===== config.mk =====
export PLATFORM = sky130hd
export DESIGN_NAME = cpu_status_reg
export DESIGN_NICKNAME = d
export VERILOG_FILES = /design/src/rtl/status_pkg.sv /design/src/rtl/stat_flag_calc.sv /design/src/rtl/stat_addr_form.sv /design/src/rtl/stat_pwr_bits.sv /design/src/rtl/cpu_status_reg.sv
export SDC_FILE = /design/constraint.sdc
export NUM_CORES = 1
export LEC_CHECK = 0
export BUFFER_PORTS_ARGS = -buffer_cell sky130_fd_sc_hd__buf_4
export CAP_MARGIN = 30
export CORE_MARGIN = 4
export CORE_UTILIZATION = 40
export DETAILED_ROUTE_END_ITERATION = 16
export PLACE_DENSITY = 0.86
export SYNTH_ARGS = -nofsm -noshare
export SYNTH_HDL_FRONTEND = slang
export SYNTH_SLANG_ARGS = --single-unit

===== constraint.sdc =====
create_clock -name clk -period 2.1 [get_ports clk]
set_input_delay 0.105 -clock clk [delete_from_list [all_inputs] [get_ports clk]]
set_output_delay 0.105 -clock clk [all_outputs]
set_load 0.02 [all_outputs]

===== src/rtl/status_pkg.sv =====
package status_pkg;
  typedef enum logic [2:0] {
    OP_ADD = 3'd0,
    OP_SUB = 3'd1,
    OP_AND = 3'd2,
    OP_OR  = 3'd3,
    OP_XOR = 3'd4
  } alu_op_e;

  localparam int STAT_W  = 8;
  localparam int B_IBANK = 7;
  localparam int B_BANK1 = 6;
  localparam int B_BANK0 = 5;
  localparam int B_TO    = 4;
  localparam int B_PD    = 3;
  localparam int B_Z     = 2;
  localparam int B_DC    = 1;
  localparam int B_C     = 0;
  localparam logic [STAT_W-1:0] WR_MASK = 8'b1110_0111;
endpackage


===== src/rtl/stat_flag_calc.sv =====
module stat_flag_calc
  import status_pkg::*;
#(
  parameter int DATA_W = 8
) (
  input  logic [DATA_W-1:0] a,
  input  logic [DATA_W-1:0] b,
  input  logic [2:0]        op,
  output logic              res_zero,
  output logic              c_out,
  output logic              dc_out,
  output logic              is_arith
);
  localparam int NIB_W = DATA_W / 2;

  logic [DATA_W:0]     full_sum;
  logic [NIB_W:0]      low_sum;
  logic [DATA_W-1:0]   b_eff;
  logic [DATA_W-1:0]   result;
  logic                sub_sel;

  always_comb begin
    sub_sel  = (op == OP_SUB);
    is_arith = (op == OP_ADD) || sub_sel;
    // subtraction as a + ~b + 1: carry out doubles as "no borrow"
    b_eff    = sub_sel ? ~b : b;
    full_sum = {1'b0, a} + {1'b0, b_eff} + {{DATA_W{1'b0}}, sub_sel};
    low_sum  = {1'b0, a[NIB_W-1:0]} + {1'b0, b_eff[NIB_W-1:0]}
             + {{NIB_W{1'b0}}, sub_sel};
    unique case (op)
      OP_AND:  result = a & b;
      OP_OR:   result = a | b;
      OP_XOR:  result = a ^ b;
      default: result = full_sum[DATA_W-1:0];
    endcase
    res_zero = (result == '0);
    c_out    = full_sum[DATA_W];
    dc_out   = low_sum[NIB_W];
  end
endmodule


===== src/rtl/stat_addr_form.sv =====
module stat_addr_form #(
  parameter int OFF_W = 7
) (
  input  logic [1:0]       bank,
  input  logic             ibank,
  input  logic [OFF_W-1:0] off,
  input  logic [OFF_W:0]   ptr,
  output logic [OFF_W+1:0] dir_addr,
  output logic [OFF_W+1:0] ind_addr
);
  always_comb begin
    dir_addr = {bank, off};
    ind_addr = {ibank, ptr};
  end
endmodule


===== src/rtl/stat_pwr_bits.sv =====
module stat_pwr_bits (
  input  logic       clk,
  input  logic       rst_n,
  input  logic [1:0] hold_in,
  input  logic       ev_sleep,
  input  logic       ev_clr,
  input  logic       ev_tmo,
  output logic       to_q,
  output logic       pd_q
);
  logic to_d, pd_d, pwr_en;

  always_comb begin
    pwr_en = ev_sleep | ev_clr | ev_tmo;
    to_d   = hold_in[1];
    pd_d   = hold_in[0];
    if (ev_tmo)                to_d = 1'b0;
    else if (ev_sleep | ev_clr) to_d = 1'b1;
    if (ev_sleep)              pd_d = 1'b0;
    else if (ev_clr)           pd_d = 1'b1;
  end

  always_ff @(posedge clk or negedge rst_n) begin
    if (!rst_n) begin
      to_q <= 1'b1;
      pd_q <= 1'b1;
    end else if (pwr_en) begin
      to_q <= to_d;
      pd_q <= pd_d;
    end
  end

  a_r10_timeout_clears: assert property (@(posedge clk) disable iff (!rst_n)
    ev_tmo |=> !to_q);
  a_r10_sleep_sets: assert property (@(posedge clk) disable iff (!rst_n)
    (ev_sleep || ev_clr) && !ev_tmo |=> to_q);
  a_r11_sleep_clears: assert property (@(posedge clk) disable iff (!rst_n)
    ev_sleep |=> !pd_q);
  a_r11_tmo_keeps_pd: assert property (@(posedge clk) disable iff (!rst_n)
    ev_tmo && !ev_sleep && !ev_clr |=> $stable(pd_q));
endmodule


===== src/rtl/cpu_status_reg.sv =====
module cpu_status_reg
  import status_pkg::*;
#(
  parameter int DATA_W = 8,
  parameter int OFF_W  = 7
) (
  input  logic              clk,
  input  logic              rst_n,
  input  logic [DATA_W-1:0] alu_a,
  input  logic [DATA_W-1:0] alu_b,
  input  logic [2:0]        alu_op,
  input  logic              upd_z,
  input  logic              upd_cdc,
  input  logic              wr_en,
  input  logic [7:0]        wr_data,
  input  logic              ev_sleep,
  input  logic              ev_wdt_clr,
  input  logic              ev_wdt_timeout,
  input  logic [OFF_W-1:0]  dir_off,
  input  logic [OFF_W:0]    ind_ptr,
  output logic [7:0]        status_q,
  output logic              z_o,
  output logic              dc_o,
  output logic              c_o,
  output logic [OFF_W+1:0]  dir_addr,
  output logic [OFF_W+1:0]  ind_addr
);
  localparam int ADDR_W = OFF_W + 2;

  logic [2:0]        bank_q, bank_d;
  logic              z_q, dc_q, c_q;
  logic              z_d, dc_d, c_d;
  logic              flag_en;
  logic              to_q, pd_q;
  logic              f_zero, f_c, f_dc, f_arith, cdc_load;
  logic [STAT_W-1:0] wr_merge, pick;
  logic [ADDR_W-1:0] da, ia;

  stat_flag_calc #(.DATA_W(DATA_W)) u_flags (
    .a(alu_a), .b(alu_b), .op(alu_op),
    .res_zero(f_zero), .c_out(f_c), .dc_out(f_dc), .is_arith(f_arith)
  );

  stat_pwr_bits u_pwr (
    .clk(clk), .rst_n(rst_n), .hold_in(pick[B_TO:B_PD]),
    .ev_sleep(ev_sleep), .ev_clr(ev_wdt_clr), .ev_tmo(ev_wdt_timeout),
    .to_q(to_q), .pd_q(pd_q)
  );

  stat_addr_form #(.OFF_W(OFF_W)) u_addr (
    .bank(bank_q[1:0]), .ibank(bank_q[2]), .off(dir_off), .ptr(ind_ptr),
    .dir_addr(da), .ind_addr(ia)
  );

  // next-state: write merge first, flag updates override it
  always_comb begin
    wr_merge = (status_q & ~WR_MASK) | (wr_data & WR_MASK);
    pick     = wr_en ? wr_merge : status_q;
    cdc_load = upd_cdc & f_arith;
    bank_d   = pick[B_IBANK:B_BANK0];
    z_d      = upd_z    ? f_zero : pick[B_Z];
    c_d      = cdc_load ? f_c    : pick[B_C];
    dc_d     = cdc_load ? f_dc   : pick[B_DC];
    flag_en  = wr_en | upd_z | cdc_load;
  end

  always_ff @(posedge clk or negedge rst_n) begin
    if (!rst_n)     bank_q <= '0;
    else if (wr_en) bank_q <= bank_d;
  end

  // arithmetic flags carry no reset
  always_ff @(posedge clk) begin
    if (flag_en) begin
      z_q  <= z_d;
      c_q  <= c_d;
      dc_q <= dc_d;
    end
  end

  always_comb begin
    status_q = {bank_q, to_q, pd_q, z_q, dc_q, c_q};
    z_o      = z_q;
    dc_o     = dc_q;
    c_o      = c_q;
    dir_addr = da;
    ind_addr = ia;
  end

  a_r2_equal_sub_zero: assert property (@(posedge clk) disable iff (!rst_n)
    upd_z && alu_op == OP_SUB && alu_a == alu_b |=> z_o);
  a_r4_sub_zero_noborrow: assert property (@(posedge clk) disable iff (!rst_n)
    upd_cdc && alu_op == OP_SUB && alu_b == '0 |=> c_o && dc_o);
  a_r5_z_hold: assert property (@(posedge clk) disable iff (!rst_n)
    !upd_z && !wr_en |=> $stable(z_o));
  a_r8_write_keeps_pwr: assert property (@(posedge clk) disable iff (!rst_n)
    wr_en && !ev_sleep && !ev_wdt_clr && !ev_wdt_timeout
    |=> $stable(status_q[B_TO:B_PD]));
  a_r9_update_beats_write: assert property (@(posedge clk) disable iff (!rst_n)
    wr_en && !wr_data[B_Z] && upd_z && alu_op == OP_XOR && alu_a == alu_b
    |=> z_o);
endmodule


==> out/qor.yml <==
run_status:
  outcome: "finished, final reports clean"
placed_design:
  post-dp-hpwl_um: 2990
  gp_congestion: 0.9015
  place_area_um2: 1777
  io_buffers: 46
sta:
  skew_ns: 0
  worstMarginPinSlew_ns: 0.5899
  final_hold_viol_count: 0
  rsz0062_at_grt: "yes"
  setup_tns_ns: 0
  timing.final.crit_period_ns: 2.073
  setup_viol: 0
  period_share_pct: 98.73
  slew_headroom_pct: 60.59
  slew_violations: 0
  fmax_mhz: 482.3
die:
  core_um2: 3363
  pin_count: 79
  initial_core_util_pct: 41.52
  die_w_um: 67.09
  die_y_um: 67.09
  die-area_um2: 4500
  num_rows: 21
cts:
  clk_latency_ns: 0.26
  cts_max_path_buffers: 2
  cts_tree: "done"
  cts-root-buf: "clkbuf_4"
  htree_levels: 1
  cts_sinks: 8
  path_clk_slew_ns: 0.06
  cts-buffers-inserted: 3
worst_setup_path:
  crit_type: "in -> reg"
  path_max_fanout: 4
  cp.buffers_inverters: 2
  max_stage_delay_ns: 0.53
  critPathTopFamily: "simple AND/OR/NAND/NOR gates"
  critPathLaunchType: "input pin"
  endpoint_kind: "flip-flop"
  worst_ep_arrival_time_ns: 2.18
  crit_path_top_delay_cell: "or4b_4"
  path_cells: "buf_4 -> or4b_4 -> and2_4 -> fa_2 -> nand3b_1 -> buf_4 -> a21o_1 -> o211ai_1 -> nand4_1 -> a211oi_2"
  required_ns: 2.20
  cp_common_cell: "buf_4"
synth:
  ys_top_cells_by_area: "ha_1 (23%), buf_4 (13%), edfxtp_1 (6.5%), dfrtp_1 (5.4%), inv_1 (4.8%)"
  synth_top_family_by_area: "adder cells"
  yosysWarnings: 0
  synth_xor_area_share_pct: 5.018
  synth_top_cell_by_area: "ha_1"
  ys_ff_latch: 8
  synth_fa_ha_area_share_pct: 24.73
  ys_seq_area_share_pct: 15.59
  synth.top_cells.by_count: "ha_1 (26), buf_4 (25), inv_1 (18)"
  ys_types: 41
  synth_compound_area_share_pct: 14.16
  avgSynthCellArea_um2: 8.514
  synth_mux_area_share_pct: 2.419
  synthSimpleGateAreaFrac_pct: 19.80
  ys.flop_type: "edfxtp_1"
  async_flop_share_pct: 62.50
  synth-edff-count: 3
  synth_nets: 241
  syn_area_um2: 1396
  netlist.area_leader.share_pct: 23.30
  synthMostInstantiatedCell: "ha_1"
  netlist_instances: 164
global_route:
  antenna_found_initial: 0
  grt_max_degree: 10
  gr-usage-all-layers_pct: 16.08
  grt_overflow: 0
  grt_pass1_wl_um: 5533
  first_global_vias: 1310
pwr:
  vdd_drop_max_uv: 178.2
  p_leak_uw: 0.0009159
  power_density_nw_per_um2: 414.8
route:
  ant_nets: 0
  drt-pass1-iter-count: 4
  routed_wl_um: 3466
  drtIter0Drc: 21
  wire_per_inst_um: 13.38
  vias: 1278
  viasPerCell: 4.934
  drc: 0
run:
  cap_violations: 0
final_layout:
  area_growth_pct: 32.44
  fin_util_pct: 54.99
  num_antenna_cells: 0
  nFillCells: 336
  stdcell_area_um2: 1849
  nets: 291
  layout-drive-gt1-share_pct: 41.31
worst_hold_path:
  hp-class: "in -> reg"
==> area by class of cell <==
cell class | count | area (um2) | area share (%)
Multi-Input combinational cell | 113 | 947.2 | 51.22
Timing Repair Buffer | 70 | 533.0 | 28.82
Sequential cell | 8 | 217.7 | 11.77
Inverter | 18 | 67.56 | 3.654
Tap cell | 46 | 57.56 | 3.112
Clock buffer | 4 | 26.28 | 1.421
==> power breakdown <==
part | total (uW) | internal [uW] | leakage [uW] | switching, uW
logic | 445 | 229 | 0.000814 | 216
registers | 191 | 182 | 0.0000865 | 9.38
clock network | 131 | 73.0 | 0.0000150 | 58.2
==> logic make-up (layout without fill, tap and decap cells) <==
group / count (synthesis) / in the layout
xor gates and xnor gates: 8 / 8
adders and majority gates: 27 / 27
buffers and inverters: 43 / 92
muxes: 3 / 3
and+or+nand+nor: 44 / 44
AOI/OAI and AO/OA: 31 / 31
DFF: 8 / 8
==> layer usage <==
layer	vias up	wire length (um)	global-route usage, %
met5	-	0	0
met1	585	1346	17.56
met3	7	181	2.361
li1	655	-	-
met4	0	40	4.557
met2	31	1896	31.29
==> flip-flops by register name (all words and copies together), names as in the netlist <==
name and flops:
u_pwr.to_q 1, z_o 1, dc_o 1, bank_q 3, u_pwr.pd_q 1, c_o 1
==> cell usage in the layout (no fill, tap or decap), types with 4 or more instances in the layout <==
| master | instances |
|---|---|
| a21oi_1 | 10 |
| buf_4 | 67 |
| ha_1 | 25 |
| inv_1 | 18 |
| nand2_1 | 4 |
| nand4_1 | 4 |
| nor2_1 | 7 |
| nor3b_1 | 4 |
| o21ai_0 | 6 |
| xnor2_1 | 7 |
==> what timing repair did <==
item,CTS,global route
buffers inserted,0,0
resized for setup,0,4
hold buffers,3,0
setup endpoints to repair,0,2
endpoints found under the hold margin,7,0
==> per-stage QoR <==
step                total power (uW)  cells  hold slack [ns]  setup WS, ns
floorplan                      482.6    164          -0.1906      -0.06026
global placement               611.0    252         -0.09126       -0.1902
detailed placement             624.7    252         -0.09004       -0.2348
CTS                            762.4    259          0.06736       0.03560
global route                   823.5    259          0.06854      -0.09310
finish                         767.1    259          0.07256       0.02674
==> path summary, 6_finish.rpt <==
| kind | start | end | slack, ns | depth (start not counted) |
|---|---|---|---|---|
| worst max register to register | bank_q[0]$_DFFE_PN0P_ | bank_q[0]$_DFFE_PN0P_ | 1.33 | 1 |
| max in group asynchronous | rst_n | u_pwr.to_q$_DFFE_PN1P_ | 1.73 | 2 |
| worst max-delay path | alu_op[1] | z_o$_DFFE_PP_ | 0.03 | 10 |
| worst min-delay path | wr_data[7] | bank_q[2]$_DFFE_PN0P_ | 0.07 | 2 |
| worst min register to register | u_pwr.pd_q$_DFFE_PN1P_ | u_pwr.pd_q$_DFFE_PN1P_ | 0.49 | 2 |
| min in group asynchronous | rst_n | bank_q[2]$_DFFE_PN0P_ | 0.17 | 2 |
No activity file was read; power rests on OpenSTA's default activity.
